File: src/rtl/slpctl_pkg.sv
package slpctl_pkg;

    typedef enum logic [2:0] {
        ST_ACTIVE,
        ST_SLEEP,
        ST_STARTUP,
        ST_HALT4,
        ST_RESUME
    } slp_state_e;

    typedef enum logic [1:0] {
        MC_LIGHT,
        MC_DEEP_LONG,
        MC_DEEP_SHORT
    } mode_class_e;

    typedef enum logic {
        WK_IRQ,
        WK_RST
    } wake_kind_e;

    typedef struct packed {
        logic cpu;
        logic flash;
        logic io;
    } clk_en_t;

    localparam int unsigned HALT_CYCLES = 4;

    function automatic mode_class_e classify_mode(input logic [2:0] code);
        mode_class_e c;
        case (code)
            3'b010:                 c = MC_DEEP_LONG;
            3'b011, 3'b110, 3'b111: c = MC_DEEP_SHORT;
            default:                c = MC_LIGHT;
        endcase
        return c;
    endfunction

endpackage

File: src/rtl/slpctl_mode_dec.sv
module slpctl_mode_dec
    import slpctl_pkg::*;
#(
    parameter int unsigned STARTUP_LONG  = 16,
    parameter int unsigned STARTUP_SHORT = 6,
    parameter int unsigned CNT_W         = 5
) (
    input  mode_class_e      cls,
    output logic [CNT_W-1:0] delay,
    output clk_en_t          asleep_gate
);

    always_comb begin
        case (cls)
            MC_DEEP_LONG: begin
                delay       = CNT_W'(STARTUP_LONG);
                asleep_gate = '{cpu: 1'b0, flash: 1'b0, io: 1'b0};
            end
            MC_DEEP_SHORT: begin
                delay       = CNT_W'(STARTUP_SHORT);
                asleep_gate = '{cpu: 1'b0, flash: 1'b0, io: 1'b0};
            end
            default: begin
                delay       = '0;
                asleep_gate = '{cpu: 1'b0, flash: 1'b0, io: 1'b1};
            end
        endcase
    end

endmodule

File: src/rtl/slpctl_fsm.sv
module slpctl_fsm
    import slpctl_pkg::*;
#(
    parameter int unsigned CNT_W = 5
) (
    input  logic             clk,
    input  logic             rst,
    input  logic             sleep_go,
    input  logic             irq_wake,
    input  logic             rst_wake,
    input  mode_class_e      mode_cls,
    input  logic [CNT_W-1:0] delay,
    output slp_state_e       state_q,
    output mode_class_e      cls_q,
    output wake_kind_e       kind_q,
    output logic             sleep_enter
);

    localparam int unsigned HW = $clog2(HALT_CYCLES);

    logic [CNT_W-1:0] cnt_q;
    logic [HW-1:0]    hcnt_q;

    assign sleep_enter = (state_q == ST_ACTIVE) && sleep_go && !irq_wake;

    always_ff @(posedge clk) begin
        if (rst) begin
            state_q <= ST_ACTIVE;
            cls_q   <= MC_LIGHT;
            kind_q  <= WK_IRQ;
            cnt_q   <= '0;
            hcnt_q  <= '0;
        end else begin
            case (state_q)
                ST_ACTIVE: begin
                    if (sleep_enter) begin
                        state_q <= ST_SLEEP;
                        cls_q   <= mode_cls;
                    end
                end
                ST_SLEEP: begin
                    if (rst_wake) begin
                        kind_q  <= WK_RST;
                        cnt_q   <= delay;
                        state_q <= (delay != '0) ? ST_STARTUP : ST_RESUME;
                    end else if (irq_wake) begin
                        kind_q  <= WK_IRQ;
                        cnt_q   <= delay;
                        hcnt_q  <= '0;
                        state_q <= (delay != '0) ? ST_STARTUP : ST_HALT4;
                    end
                end
                ST_STARTUP: begin
                    if (cnt_q == CNT_W'(1)) begin
                        hcnt_q  <= '0;
                        state_q <= (kind_q == WK_RST) ? ST_RESUME : ST_HALT4;
                    end else begin
                        cnt_q <= cnt_q - CNT_W'(1);
                    end
                end
                ST_HALT4: begin
                    if (hcnt_q == HW'(HALT_CYCLES - 1)) begin
                        state_q <= ST_RESUME;
                    end else begin
                        hcnt_q <= hcnt_q + HW'(1);
                    end
                end
                default: state_q <= ST_ACTIVE;
            endcase
        end
    end

    AST_NO_ENTRY_WITHOUT_GO: assert property (@(posedge clk) disable iff (rst)
        (state_q == ST_ACTIVE && !sleep_go) |=> (state_q == ST_ACTIVE));

    AST_MASKED_STAYS_ASLEEP: assert property (@(posedge clk) disable iff (rst)
        (state_q == ST_SLEEP && !irq_wake && !rst_wake) |=> (state_q == ST_SLEEP));

    AST_HALT_FOUR_CYCLES: assert property (@(posedge clk) disable iff (rst)
        $fell(state_q == ST_HALT4) |-> $past(state_q == ST_HALT4, 4));

    AST_ABORT_ON_WAKE: assert property (@(posedge clk) disable iff (rst)
        (state_q == ST_ACTIVE && irq_wake) |=> (state_q == ST_ACTIVE));

endmodule

File: src/rtl/slpctl_clk_gate.sv
module slpctl_clk_gate
    import slpctl_pkg::*;
(
    input  slp_state_e state,
    input  clk_en_t    asleep_gate,
    output clk_en_t    clk_en
);

    always_comb begin
        case (state)
            ST_SLEEP, ST_STARTUP: clk_en = asleep_gate;
            ST_HALT4:             clk_en = '{cpu: 1'b0, flash: 1'b1, io: 1'b1};
            default:              clk_en = '{cpu: 1'b1, flash: 1'b1, io: 1'b1};
        endcase
    end

endmodule

File: src/rtl/slpctl_top.sv
module slpctl_top
    import slpctl_pkg::*;
#(
    parameter int unsigned IRQ_W         = 8,
    parameter int unsigned STARTUP_LONG  = 16,
    parameter int unsigned STARTUP_SHORT = 6
) (
    input  logic             clk,
    input  logic             rst,
    input  logic             ctl_we,
    input  logic [3:0]       ctl_wdata,
    input  logic             sleep_strobe,
    input  logic [IRQ_W-1:0] irq_pend,
    input  logic [IRQ_W-1:0] irq_en,
    input  logic             wake_rst_req,
    output logic             ctl_en,
    output logic [2:0]       ctl_mode,
    output logic             clk_en_cpu,
    output logic             clk_en_flash,
    output logic             clk_en_io,
    output logic             core_halt,
    output logic             resume_next,
    output logic             reset_vec,
    output logic             slp_flag
);

    localparam int unsigned MAX_DLY = (STARTUP_LONG > STARTUP_SHORT) ? STARTUP_LONG : STARTUP_SHORT;
    localparam int unsigned CNT_W   = $clog2(MAX_DLY + 1);

    logic             en_q;
    logic [2:0]       mode_q;
    logic             flag_q;
    logic             irq_wake;
    logic             sleep_enter;
    slp_state_e       state;
    mode_class_e      cls_q;
    wake_kind_e       kind_q;
    logic [CNT_W-1:0] delay;
    clk_en_t          asleep_gate;
    clk_en_t          clk_en;

    always_ff @(posedge clk) begin
        if (rst) begin
            en_q   <= 1'b0;
            mode_q <= 3'b000;
            flag_q <= 1'b0;
        end else begin
            if (ctl_we) begin
                en_q   <= ctl_wdata[0];
                mode_q <= ctl_wdata[3:1];
            end
            if (sleep_enter) begin
                flag_q <= 1'b1;
            end else if (ctl_we) begin
                flag_q <= 1'b0;
            end
        end
    end

    assign irq_wake = |(irq_pend & irq_en);

    slpctl_fsm #(.CNT_W(CNT_W)) u_fsm (
        .clk         (clk),
        .rst         (rst),
        .sleep_go    (sleep_strobe && en_q),
        .irq_wake    (irq_wake),
        .rst_wake    (wake_rst_req),
        .mode_cls    (classify_mode(mode_q)),
        .delay       (delay),
        .state_q     (state),
        .cls_q       (cls_q),
        .kind_q      (kind_q),
        .sleep_enter (sleep_enter)
    );

    slpctl_mode_dec #(
        .STARTUP_LONG  (STARTUP_LONG),
        .STARTUP_SHORT (STARTUP_SHORT),
        .CNT_W         (CNT_W)
    ) u_dec (
        .cls         (cls_q),
        .delay       (delay),
        .asleep_gate (asleep_gate)
    );

    slpctl_clk_gate u_gate (
        .state       (state),
        .asleep_gate (asleep_gate),
        .clk_en      (clk_en)
    );

    assign ctl_en       = en_q;
    assign ctl_mode     = mode_q;
    assign slp_flag     = flag_q;
    assign clk_en_cpu   = clk_en.cpu;
    assign clk_en_flash = clk_en.flash;
    assign clk_en_io    = clk_en.io;
    assign core_halt    = (state == ST_SLEEP) || (state == ST_STARTUP) || (state == ST_HALT4);
    assign resume_next  = (state == ST_RESUME) && (kind_q == WK_IRQ);
    assign reset_vec    = (state == ST_RESUME) && (kind_q == WK_RST);

    AST_HALT_GATES_CPU: assert property (@(posedge clk) disable iff (rst)
        core_halt |-> !clk_en_cpu);

    AST_RESUME_ONE_CYCLE: assert property (@(posedge clk) disable iff (rst)
        (resume_next || reset_vec) |=> !(resume_next || reset_vec) && !core_halt);

    AST_FLAG_ON_ENTRY: assert property (@(posedge clk) disable iff (rst)
        $rose(core_halt) |-> slp_flag);

    AST_SINGLE_RESUME_KIND: assert property (@(posedge clk) disable iff (rst)
        !(resume_next && reset_vec));

endmodule

File: config.mk
export PLATFORM = sky130hd
export DESIGN_NAME = slpctl_top
export DESIGN_NICKNAME = d
export VERILOG_FILES = /design/src/rtl/slpctl_pkg.sv /design/src/rtl/slpctl_mode_dec.sv /design/src/rtl/slpctl_fsm.sv /design/src/rtl/slpctl_clk_gate.sv /design/src/rtl/slpctl_top.sv
export SDC_FILE = /design/constraint.sdc
export NUM_CORES = 1
export LEC_CHECK = 0
export BUFFER_PORTS_ARGS = -buffer_cell sky130_fd_sc_hd__buf_4
export CORE_UTILIZATION = 50
export CTS_CLUSTER_DIAMETER = 80
export DETAILED_ROUTE_END_ITERATION = 8
export HOLD_SLACK_MARGIN = 0.02
export PLACE_DENSITY_LB_ADDON = 0.25
export SYNTH_ARGS = -nofsm -noshare
export SYNTH_HDL_FRONTEND = slang
export SYNTH_SLANG_ARGS = --single-unit
File: constraint.sdc
create_clock -name clk -period 2.2 [get_ports clk]
set_input_delay 0 -clock clk [delete_from_list [all_inputs] [get_ports clk]]
set_output_delay 0 -clock clk [all_outputs]
set_load 0.1 [all_outputs]
## Word-level counts from Yosys, hierarchy flattened

Cells that the tools add are included.

- Register bits: 18
- Bits of input ports: 25
- Logic and storage cells: 81

- Add/subtract/negate cells: 2
- Equality and inequality tests: 20
- Multiplexer cells: 26
- Bitwise gates (word level): 2
- Reduce and logical (&&, ||, !) cells: 23

Operator list:

| kind | number |
|---|---|
| 3-bit 2-to-1 mux | 7 |
| 5-bit one-hot mux with 2 select lines | 2 |
| 5-bit 2-to-1 mux | 3 |
| 3-bit by 2-bit equality test with 1-bit output, second input constant | 4 |
| 3-bit one-hot mux with 4 select lines | 1 |
| 3-bit equality test, second input constant | 3 |
| 8-bit AND | 1 |
| 2-bit 2-to-1 mux | 4 |
| 2-bit inequality test, second input constant | 4 |
| 8-bit OR reduction | 1 |
| 1-bit 2-to-1 mux | 6 |
| 2-bit by 1-bit inequality test with 1-bit output, second input constant | 3 |
| 2-bit one-hot mux with 3 select lines | 1 |
| 3-bit one-hot mux with 2 select lines | 1 |
| 2-bit nonzero test | 3 |
| 5-bit by 1-bit equality test with 1-bit output, second input constant | 1 |
| 1-bit logical AND | 5 |
| 5-bit AND reduction | 1 |
| 5-bit nonzero test | 1 |
| 5-bit by 1-bit subtractor with 5-bit output, second input constant | 1 |
| 2-bit equality test, second input constant | 2 |
| 2-bit one-hot mux with 2 select lines | 1 |
| 2-bit AND reduction | 2 |
| 4-bit AND reduction | 1 |
| 12 further kinds | 14 |

## Depth between registers and ports, before layout

Gate-level depths: netlist of the first run.

- Word-level depth: 7
- Gate-level depth with buffers: 6
- Depth with buffers taken out: 6

## Cells and area by module

From an unflattened synthesis of the first run, not the netlist that was laid out.

- Cells, all modules: 147
- Area, all modules: 1255.0 um^2

By module, submodules not included:

| module | times used | cells each | area an instance (um^2) |
|---|---|---|---|
| slpctl_fsm | 1 | 101 | 857.1 |
| slpctl_top | 1 | 29 | 279.0 |
| slpctl_mode_dec | 1 | 10 | 73.8 |
| slpctl_clk_gate | 1 | 7 | 45.0 |

## Worst setup path after synthesis of the first run

Ideal clock, no wire load.

- Kind: register to output
- From: reg u_fsm.state_q[2]
- To: out clk_en_io
- Data arrival time: 2965 ps
- Data required time: 2200 ps
- Slack: -765 ps
- Cell stages (with the launch flop): 6
- Path buffers: 1
- Path through: dfxtp_1 > clkbuf_1 > nor2b_1 > nor2b_1 > nor2_1 > or2_1

- Word-level cells in the longest chain between the ends: 3
- Elaborated cells between the ends (all ways): 5
- Those cells by class: 3 x eq/ne; 1 x mux; 1 x reduce/logical

Ends and longest elaborated chain:

| what | line | source |
|---|---|---|
| start, declared | slpctl_fsm.sv:13 | `output slp_state_e state_q,` |
| start signal, assigned | slpctl_fsm.sv:45 | `state_q <= (delay != '0) ? ST_STARTUP : ST_RESUME;` |
| start signal, assigned | slpctl_fsm.sv:50 | `state_q <= (delay != '0) ? ST_STARTUP : ST_HALT4;` |
| start signal, assigned | slpctl_fsm.sv:56 | `state_q <= (kind_q == WK_RST) ? ST_RESUME : ST_HALT4;` |
| 3-bit by 1-bit equality test with 1-bit output / 3-bit by 2-bit equality test with 1-bit output (equally long branches) | slpctl_clk_gate.sv:10 | `case (state)` |
| 2-bit OR reduction | slpctl_clk_gate.sv:10 |  |
| 3-bit one-hot mux with 2 select lines * | slpctl_clk_gate.sv:10 |  |
| end, declared | slpctl_top.sv:20 | `output logic clk_en_io,` |

Mark *: on every way between the ends. The rest lies on a longest branch, timed or not.

## Worst setup path after layout of the first run

- From: reg u_fsm.state_q[0]
- To: reg u_fsm.kind_q

- Word-level cells in the longest chain between the ends: 2

Ends and longest elaborated chain:

| what | line | source |
|---|---|---|
| 3-bit by 1-bit equality test with 1-bit output | slpctl_fsm.sv:34 | `case (state_q)` |
| 2-bit AND reduction (no line) | n/a |  |
| end signal, assigned | slpctl_fsm.sv:30 | `kind_q <= WK_IRQ;` |
| end signal, assigned | slpctl_fsm.sv:43 | `kind_q <= WK_RST;` |
| end signal, assigned | slpctl_fsm.sv:47 | `kind_q <= WK_IRQ;` |
| end, declared | slpctl_fsm.sv:15 | `output wake_kind_e kind_q,` |

Every way passes these cells.
A chain may end at the register's enable or synchronous reset.

==> metrics.cfg, run 1 <==
[power_and_ir_drop]
total_leakage_power_uw=0.0007047
pwr-share-seq_pct=46.8
power.switching_uw=251.7
p_int_uw=490.4
powerDensity_nw_per_um2=452.8
ir_drop_v=0.0004375
p_sw_share_pct=33.92
power_frac_comb_pct=30.3
clockPowerShare_pct=22.9

[worst_hold_path]
hold_class=in2reg
min_path_cells=4
hp-start=ctl_we
hold_path_end=slp_flag$_SDFFE_PP0P_

[critical_path]
arrival_ns=2.20
r2r-start=u_fsm.state_q[0]$_SDFFE_PP0P_
rr_worst_depth=4
critPathCaptureType=register
crit_start=u_fsm.state_q[0]$_SDFFE_PP0P_
required_ns=2.39
rrSetupSlack_ns=0.19
critPathLaunchType=register
worstPathMaxFanout=13
r2r-end=u_fsm.kind_q$_SDFFE_PP0P_
critPathKind=reg2reg

[grt]
grt_overflow=0
grt_start_max_net_pins=16
grtUsageTotal_pct=26.06
grt_pass1_vias=1182
antenna_found_initial=0
grt_pass1_wl_um=5126

[sta]
worst_slack_ns=0.1943
min_period_ns=2.006
rsz0062_at_grt=no
timing.fmax_ghz=0.4986
hold_viol=0
post-route-period-util_pct=91.17
tightest_slew_ns=0.4458
setup_viol_count_final=0
timing.hold.ws_ns=0.07235
fin_skew_ns=0.002540
max_slew_margin_pct=70.15
drv_slew=0

[floorplan]
start_util_pct=53.61
coreArea_um2=2255
die_area_um2=2618
die_height_um=51.17
ios=36
fp.dieW_um=51.17
core.rowCount=17

[clocking]
cts_sinks=18
htreeDepth=1
cts.reportedPaths.clkPinSlew_ns=0.11
cts_buffers=3
cts_root_buffer=clkbuf_4
clock_latency_ns=0.29
cts_tree=built
clk_path_buf_depth=2

[route]
num_vias=1210
wirelength_um=3143
routedWlPerCell_um=14.83
drc=0
dr.pass1.iters=4
vias_per_cell=5.708
ant_nets=0
drt-initial-drc-count=18

[finish]
regArea_um2=360.3
post-route-util_pct=72.70
layout.cells.non_filler=212
multi_input_comb_area_um2=777.0
drive_above_1_share_pct=27.17
antenna_cells=0
layout_common_cells=buf_4 (36), dfxtp_1 (18), dlygate4sd3_1 (14)
fillers=181
nets=216
layout_commonest_cell=buf_4
area_delta_synth_final_pct=35.61

[logic_synthesis]
ys.flop_type=dfxtp_1
ys_ff_latch=18
netlist_area_um2=1209
syn_inst=139
synth_edf_count=0
async_flop_share_pct=0
avgSynthCellArea_um2=8.695
yosys_warnings=0
synth_fp_nets=169
synth.distinct_cells=48
yosysSeqAreaShare_pct=29.81

[placed_design]
hpwl_um=2192
place.gp.congestion=0.9372
post-place-ws_ns=0.4454
io_buffers=35
dp.cells=195

[job]
maxCapViolations=0

[run_status]
run_status=finished, final reports clean

repair_timing:
item | in CTS | in global routing
endpoints found under the hold margin | 9 | 0
hold buffers | 14 | 0
setup buffers | 0 | 0
gates resized for setup | 0 | 0
cells in the mapped netlist (2+ instances only):
| cell | instances | area, um^2 |
|---|---|---|
| or3_1 | 2 | 12.51 |
| nor3b_1 | 2 | 15.01 |
| a211oi_1 | 2 | 15.01 |
| nor3_1 | 3 | 15.01 |
| o211ai_1 | 2 | 15.01 |
| a22oi_1 | 4 | 30.03 |
| and4_1 | 2 | 17.52 |
| or3b_1 | 2 | 17.52 |
| dfxtp_1 | 18 | 360.4 |
| inv_1 | 9 | 33.78 |
| o311ai_1 | 2 | 17.52 |
| and2_1 | 3 | 18.77 |
| nor2_1 | 15 | 56.30 |
| nand2_1 | 8 | 30.03 |
| a221oi_1 | 2 | 17.52 |
| o21ai_1 | 3 | 15.01 |
| a21oi_1 | 8 | 40.04 |
| mux2_4 | 2 | 30.03 |
| nor2b_1 | 5 | 31.28 |
| mux2i_1 | 7 | 70.07 |
| clkbuf_1 | 3 | 11.26 |
| ha_1 | 5 | 62.56 |
| nand4_1 | 2 | 12.51 |
| buf_2 | 4 | 20.02 |
routing by layer:
metal / track usage, % / wire (um) / up-vias
met2: 48.25 / 1603 / 46
met1: 29.64 / 1352 / 560
met5: 0 / 0 / -
met4: 9.722 / 12 / 0
met3: 3.869 / 175 / 2
li1: - / - / 602
critical path, cell delays in order, from the launching register on:
cell	delay [ns]
dfxtp_1	0.58
or3b_1	0.50
o21ai_1	0.18
a21oi_1	0.08
dlygate4sd3_1	0.55
how the worst max path moves through the flow:
stage | end | slack [ns] | cells after the start
after floorplan | clk_en_io | -0.30 | 5
after global placement | u_fsm.cnt_q[4]$_SDFFE_PP0P_ | 0.52 | 5
after detailed placement | u_fsm.state_q[1]$_SDFFE_PP0P_ | 0.45 | 4
after CTS | u_fsm.kind_q$_SDFFE_PP0P_ | 0.22 | 4
after global routing | u_fsm.kind_q$_SDFFE_PP0P_ | 0.09 | 4
final | u_fsm.kind_q$_SDFFE_PP0P_ | 0.19 | 4
state kept, by name, summed over array words and instances (netlist names):
| name | count |
|---|---|
| u_fsm.cnt_q | 5 |
| ctl_mode | 3 |
| u_fsm.state_q | 3 |
| u_fsm.cls_q | 2 |
| u_fsm.hcnt_q | 2 |
| ctl_en | 1 |
| slp_flag | 1 |
| u_fsm.kind_q | 1 |
power by group through the flow:
stage                     Combinational (uW)  Clock [uW]  Sequential (uW)
final                                    225         170              347
after floorplan                          114           0              380
after CTS                                224         169              347
after detailed placement                 202           0              354
after global placement                   199           0              353
after global routing                     241         182              349
stage by stage:
step | setup TNS, ns | power, uW | cell area (um^2)
finish | 0 | 742.1 | 1639
detailed placement | 0 | 556.2 | 1476
CTS | 0 | 739.3 | 1639
global placement | 0 | 551.5 | 1476
floorplan | -0.3047 | 494.0 | 1214
global route | 0 | 771.5 | 1639
cells by family (layout without fill, tap and decap cells):
group / Yosys count / after routing / synth area share [%]
and+or+nand+nor: 54 / 54 / 26.91
AOI/OAI and AO/OA: 34 / 34 / 21.84
DFF: 18 / 18 / 29.81
buffers and inverters: 17 / 62 / 6.314
muxes: 10 / 10 / 9.214
adders and majority gates: 5 / 5 / 5.176
xor gates and xnor gates: 1 / 1 / 0.7248
cell type report:
class,instances,area share (%)
Inverter,9,2.061
Multi-Input combinational cell,104,47.40
Sequential cell,18,21.98
Clock buffer,3,1.374
Timing Repair Buffer,50,25.04
Tap cell,28,2.137
No activity file was read; power rests on OpenSTA's default activity.
==> run 2, diff against run 1 <==
CORE_ASPECT_RATIO = 1.2   (was not set)
==> metrics.cfg, run 2 (synthesized netlist as in run 1, its figures left out) <==
[run_status]
run_status=finished, final reports clean

[finish]
layout_common_cells=buf_4 (36), dfxtp_1 (18), nor2_1 (13)
post-route-util_pct=71.71  ; -0.99 points
area_delta_synth_final_pct=35.40
antenna_cells=0  ; unchanged
largest_reg_flops=5  ; unchanged
layout_commonest_cell=buf_4
nets=214  ; -0.93%
drive_above_1_share_pct=27.87  ; +0.69 points
top_register=u_fsm.cnt_q
fillers=187  ; +3.3%
layout.cells.non_filler=214  ; +0.94%

[worst_hold_path]
min_path_cells=3  ; -1
hold_class=in2reg

[sta]
min_period_ns=1.911  ; -0.09503 ns
post-route-period-util_pct=86.85  ; -4.3 points
max_slew_margin_pct=70.70  ; +0.55 points
hold_viol=0  ; unchanged
tightest_slew_ns=0.4389  ; -0.006920 ns
drv_slew=0  ; unchanged
timing.hold.ws_ns=0.04838  ; -0.02397 ns
setup_viol_count_final=0  ; unchanged
timing.fmax_ghz=0.5234  ; +5.0%
rsz0062_at_grt=no
fin_skew_ns=0.002325  ; -0.0002159 ns

[floorplan]
fp.dieW_um=46.88  ; -8.4%
coreArea_um2=2282  ; +1.2%
start_util_pct=52.96  ; -0.65 points
die_height_um=55.86  ; +9.2%
ios=36  ; unchanged
die_area_um2=2619  ; about the same
core.rowCount=19  ; +2

[clocking]
clock_latency_ns=0.31  ; +0.02 ns
post_cts_buffers=0  ; unchanged
htreeDepth=1  ; unchanged
clk_path_buf_depth=2  ; unchanged
cts.reportedPaths.clkPinSlew_ns=0.11  ; about the same
cts_sinks=18  ; unchanged
cts_buffers=3  ; unchanged
cts_root_buffer=clkbuf_4
cts_tree=built

[power_and_ir_drop]
ir_drop_v=0.0004638  ; +6.0%
total_leakage_power_uw=0.0006989  ; -0.82%
powerDensity_nw_per_um2=481.5  ; +6.3%

[route]
drc=0  ; unchanged
drt-initial-drc-count=31  ; +13
dr.pass1.iters=4  ; unchanged
vias_per_cell=5.752  ; +0.78%
routedWlPerCell_um=15.05  ; +1.5%
ant_nets=0  ; unchanged
num_vias=1231  ; +1.7%
wirelength_um=3220  ; +2.4%

[grt]
antenna_found_initial=0  ; unchanged
grt_pass1_wl_um=5361  ; +4.6%
grt_pass1_vias=1267  ; +7.2%
met3_usage_pct=3.896  ; +0.027 points
grt_util_met2_pct=48.41  ; +0.17 points
grt_use_met1_pct=30.55  ; +0.91 points
grtUsageTotal_pct=28.15  ; +2.1 points
busiest_layer=met2
grt_start_max_net_pins=16  ; unchanged
grt_overflow=0  ; unchanged

[critical_path]
required_ns=2.20  ; -0.19 ns
critPathLaunchType=register
arrival_ns=1.91  ; -0.29 ns
worstPathMaxFanout=13  ; unchanged
rr_worst_depth=4  ; unchanged
critPathKind=reg2out
critPathCaptureType=primary output

[placed_design]
hpwl_um=2342  ; +6.9%
io_buffers=35  ; unchanged
dp.cells=198  ; +1.5%
place.gp.congestion=0.8739  ; -6.8%

[job]
maxCapViolations=0  ; unchanged

run 2: routing by layer:
metal,vias up,part of all wire [%]
met5,-,0
met3,9,2.5
li1,599,-
met2,34,55
met1,589,39
met4,0,3.2
run 2: where the power goes:
part	internal, uW	leakage [uW]	switching, uW	total, uW
Clock	101	0.0000210	115	216
Combinational	90.9	0.000532	134	225
Sequential	334	0.000146	13.6	347
Total	526	0.000699	262	788
run 2: stage by stage:
| step | setup TNS (ns) | worst slack, ns | power (uW) | instance area (um^2) |
|---|---|---|---|---|
| 2_1_floorplan | -0.3047 | -0.3047 | 494.0 | 1214 |
| 3_3_place_gp | 0 | 0.5306 | 551.8 | 1480 |
| 3_5_place_dp | 0 | 0.4683 | 557.0 | 1480 |
| 4_1_cts | 0 | 0.3037 | 788.5 | 1637 |
| 5_1_grt | 0 | 0.1312 | 820.7 | 1637 |
| 6_report | 0 | 0.2893 | 788.0 | 1637 |
run 2: path summary, 6_finish.rpt:
path,startpoint,endpoint,slack (ns)
setup reg to reg,ctl_mode[2]$_SDFFE_PP0P_,ctl_mode[2]$_SDFFE_PP0P_,0.41
setup / recovery,u_fsm.state_q[0]$_SDFFE_PP0P_,clk_en_io,0.29
hold / removal,ctl_we,ctl_mode[1]$_SDFFE_PP0P_,0.05
hold reg to reg,u_fsm.hcnt_q[1]$_SDFFE_PP0P_,u_fsm.hcnt_q[1]$_SDFFE_PP0P_,0.48
run 2: critical path: stages (launching register included):
cell and delay [ns]:
dfxtp_1 0.59, nor2b_1 0.27, nor2b_1 0.24, nor2_2 0.07, or2_1 0.20, buf_4 0.23
run 2: area by class of cell:
class                      instances  area (um^2)  share of cell area (%)
clock buffer                       4        36.28                   2.217
inverter                           9        33.78                   2.064
multi-input combinational        104        777.0                   47.48
sequential                        18        360.3                   22.02
tap                               31        38.79                   2.370
timing repair buffer              48        390.4                   23.85
run 2: repair_timing:
item / 4_1_cts / 5_1_grt
hold buffers: 12 / 0
endpoints found under the hold margin: 9 / 0
gates resized for setup: 0 / 0
==> run 3, diff against run 2 <==
GPL_TIMING_DRIVEN = 1   (was not set)
PLACE_DENSITY = 0.78   (was not set)
PLACE_DENSITY_LB_ADDON = not set   (was 0.25)
clock period = 2.42 ns   (was 2.2 ns; I/O delays follow)
==> metrics.cfg, run 3 (synthesized netlist as in run 1, its figures left out) <==
[route]
dr_wl_met3_um=87  ; +8.8%
route.met2.wl_um=1761  ; -0.62%
num_vias=1237  ; +0.49%
dr.pass1.iters=4  ; unchanged
routedWlPerCell_um=15.75  ; +4.7%
drt-initial-drc-count=17  ; -45%
top_layer=met4
drc=0  ; unchanged
ant_nets=0  ; unchanged
wirelength_um=3402  ; +5.7%
wl_met1_um=1406  ; +11%
vias_per_cell=5.727  ; -0.44%

[clocking]
cts_tree=built
clock_latency_ns=0.32  ; about the same
post_cts_buffers=0  ; unchanged
cts_hold_buf=15  ; +3
cts.reportedPaths.clkPinSlew_ns=0.12  ; about the same
cts_resized=0  ; unchanged
htreeDepth=1  ; unchanged
cts_sinks=18  ; unchanged
cts_buffers=3  ; unchanged
cts_root_buffer=clkbuf_4
clk_path_buf_depth=2  ; unchanged

[power_and_ir_drop]
power_frac_comb_pct=28.5  ; about the same
p_sw_share_pct=34.19  ; +0.96 points
total_leakage_power_uw=0.0007097  ; +1.5%
p_int_uw=481.5  ; -8.5%
powerDensity_nw_per_um2=441.0  ; -8.4%
ir_drop_v=0.0003633  ; -22%
clockPowerShare_pct=28.3  ; +0.9 points
pwr-share-seq_pct=43.3  ; -0.8 points
power.switching_uw=250.2  ; -4.5%

[sta]
post-route-period-util_pct=82.81
fin_skew_ns=0.002898  ; +0.0005732 ns
drv_slew=0  ; unchanged
min_period_ns=2.004
worst_slack_ns=0.4160  ; +0.1267 ns
setup_viol_count_final=0  ; unchanged
hold_viol=0  ; unchanged
tightest_slew_ns=0.4608  ; +0.02188 ns
max_slew_margin_pct=69.24  ; -1.5 points
timing.fmax_ghz=0.4990
setup_tns_ns=0  ; unchanged
rsz0062_at_grt=no
timing.hold.ws_ns=0.05250  ; +0.004116 ns

[finish]
layout_commonest_cell=buf_4
largest_reg_flops=5  ; unchanged
antenna_cells=0  ; unchanged
multi_input_comb_area_um2=777.0  ; unchanged
nets=216  ; +0.93%
layout_common_cells=buf_4 (35), dfxtp_1 (18), dlygate4sd3_1 (15)
drive_above_1_share_pct=27.03  ; -0.84 points
regArea_um2=360.3  ; unchanged
layout.cells.non_filler=216  ; +0.93%
fillers=194  ; +3.7%
area_delta_synth_final_pct=37.27
top_register=u_fsm.cnt_q

[run_status]
run_status=finished, final reports clean

[critical_path]
rr_worst_depth=4  ; unchanged
rrSetupSlack_ns=0.42  ; about the same
arrival_ns=2.22  ; +0.31 ns
critPathLaunchType=register
cp_top_family=flip-flops
crit_cells=4  ; -1
required_ns=2.64  ; +0.44 ns
worstPathMaxFanout=13  ; unchanged
r2r-start=u_fsm.state_q[0]$_SDFFE_PP0P_
crit_start=u_fsm.state_q[0]$_SDFFE_PP0P_
slowest_stage=dfxtp_1
r2r-end=u_fsm.kind_q$_SDFFE_PP0P_
cp_num_buf_inv=1  ; unchanged
critPathKind=reg2reg
critPathCaptureType=register
crit_chain=or3b_1 > o21ai_1 > a21oi_1 > dlygate4sd3_1
critPathMaxStageDelay_ns=0.59  ; about the same

[worst_hold_path]
hold_path_end=slp_flag$_SDFFE_PP0P_
hp-start=ctl_we
hold_class=in2reg
min_path_cells=4  ; +1

[grt]
grt_pass1_vias=1231  ; -2.8%
grt_overflow=0  ; unchanged
grt_start_max_net_pins=16  ; unchanged
antenna_found_initial=0  ; unchanged
grtUsageTotal_pct=28.50  ; +0.35 points
grt_pass1_wl_um=5382  ; +0.39%

[placed_design]
place.gp.congestion=0.8299  ; -5.0%
post-place-ws_ns=0.6667  ; +0.1984 ns
hpwl_um=2273  ; -3.0%
dp.cells=197  ; -0.51%
io_buffers=35  ; unchanged

[job]
maxCapViolations=0  ; unchanged

[floorplan]
core.rowCount=19  ; unchanged
start_util_pct=52.96  ; unchanged
coreArea_um2=2282  ; unchanged
die_height_um=55.86  ; unchanged
die_area_um2=2619  ; unchanged
ios=36  ; unchanged
fp.dieW_um=46.88  ; unchanged

[run 3: worst max-delay path by stage]
stage	end	slack (ns)
after floorplan	clk_en_io	-0.08
after global placement	u_fsm.hcnt_q[0]$_SDFFE_PP0P_	0.71
after detailed placement	u_fsm.cnt_q[2]$_SDFFE_PP0P_	0.67
after CTS	u_fsm.kind_q$_SDFFE_PP0P_	0.45
after global routing	u_fsm.kind_q$_SDFFE_PP0P_	0.32
final	u_fsm.kind_q$_SDFFE_PP0P_	0.42
[run 3: final cells by class]
class,instances,area share [%]
Multi-Input combinational cell,104,46.83
Timing Repair Buffer,50,24.89
Sequential cell,18,21.72
Tap cell,31,2.338
Clock buffer,4,2.187
Inverter,9,2.036
[run 3: metal layers]
| metal | vias up | track usage, % |
|---|---|---|
| met3 | 13 | 3.896 |
| met1 | 582 | 32.11 |
| met2 | 42 | 47.22 |
| met5 | - | 0 |
| met4 | 0 | 18.37 |
| li1 | 600 | - |
[run 3: power groups by stage]
stage | Clock [uW] | Sequential, uW | Combinational (uW)
after floorplan | 0 | 345 | 104
after global placement | 0 | 321 | 179
after detailed placement | 0 | 322 | 183
after CTS | 200 | 315 | 204
after global routing | 217 | 318 | 220
final | 207 | 316 | 208
[run 3: per-stage QoR]
| step | utilization [%] | total power (uW) | area (um^2) |
|---|---|---|---|
| 2_1_floorplan | - | 449.1 | 1214 |
| 3_3_place_gp | 64.53 | 500.5 | 1473 |
| 3_5_place_dp | 64.53 | 504.4 | 1473 |
| 4_1_cts | 72.70 | 719.1 | 1659 |
| 5_1_grt | 72.70 | 754.3 | 1659 |
| 6_report | 72.70 | 731.6 | 1659 |
[run 3: worst min-delay path, cell delays in order]
cell,delay [ns]
buf_4,0.15
inv_1,0.06
a32oi_1,0.05
nor2_1,0.09
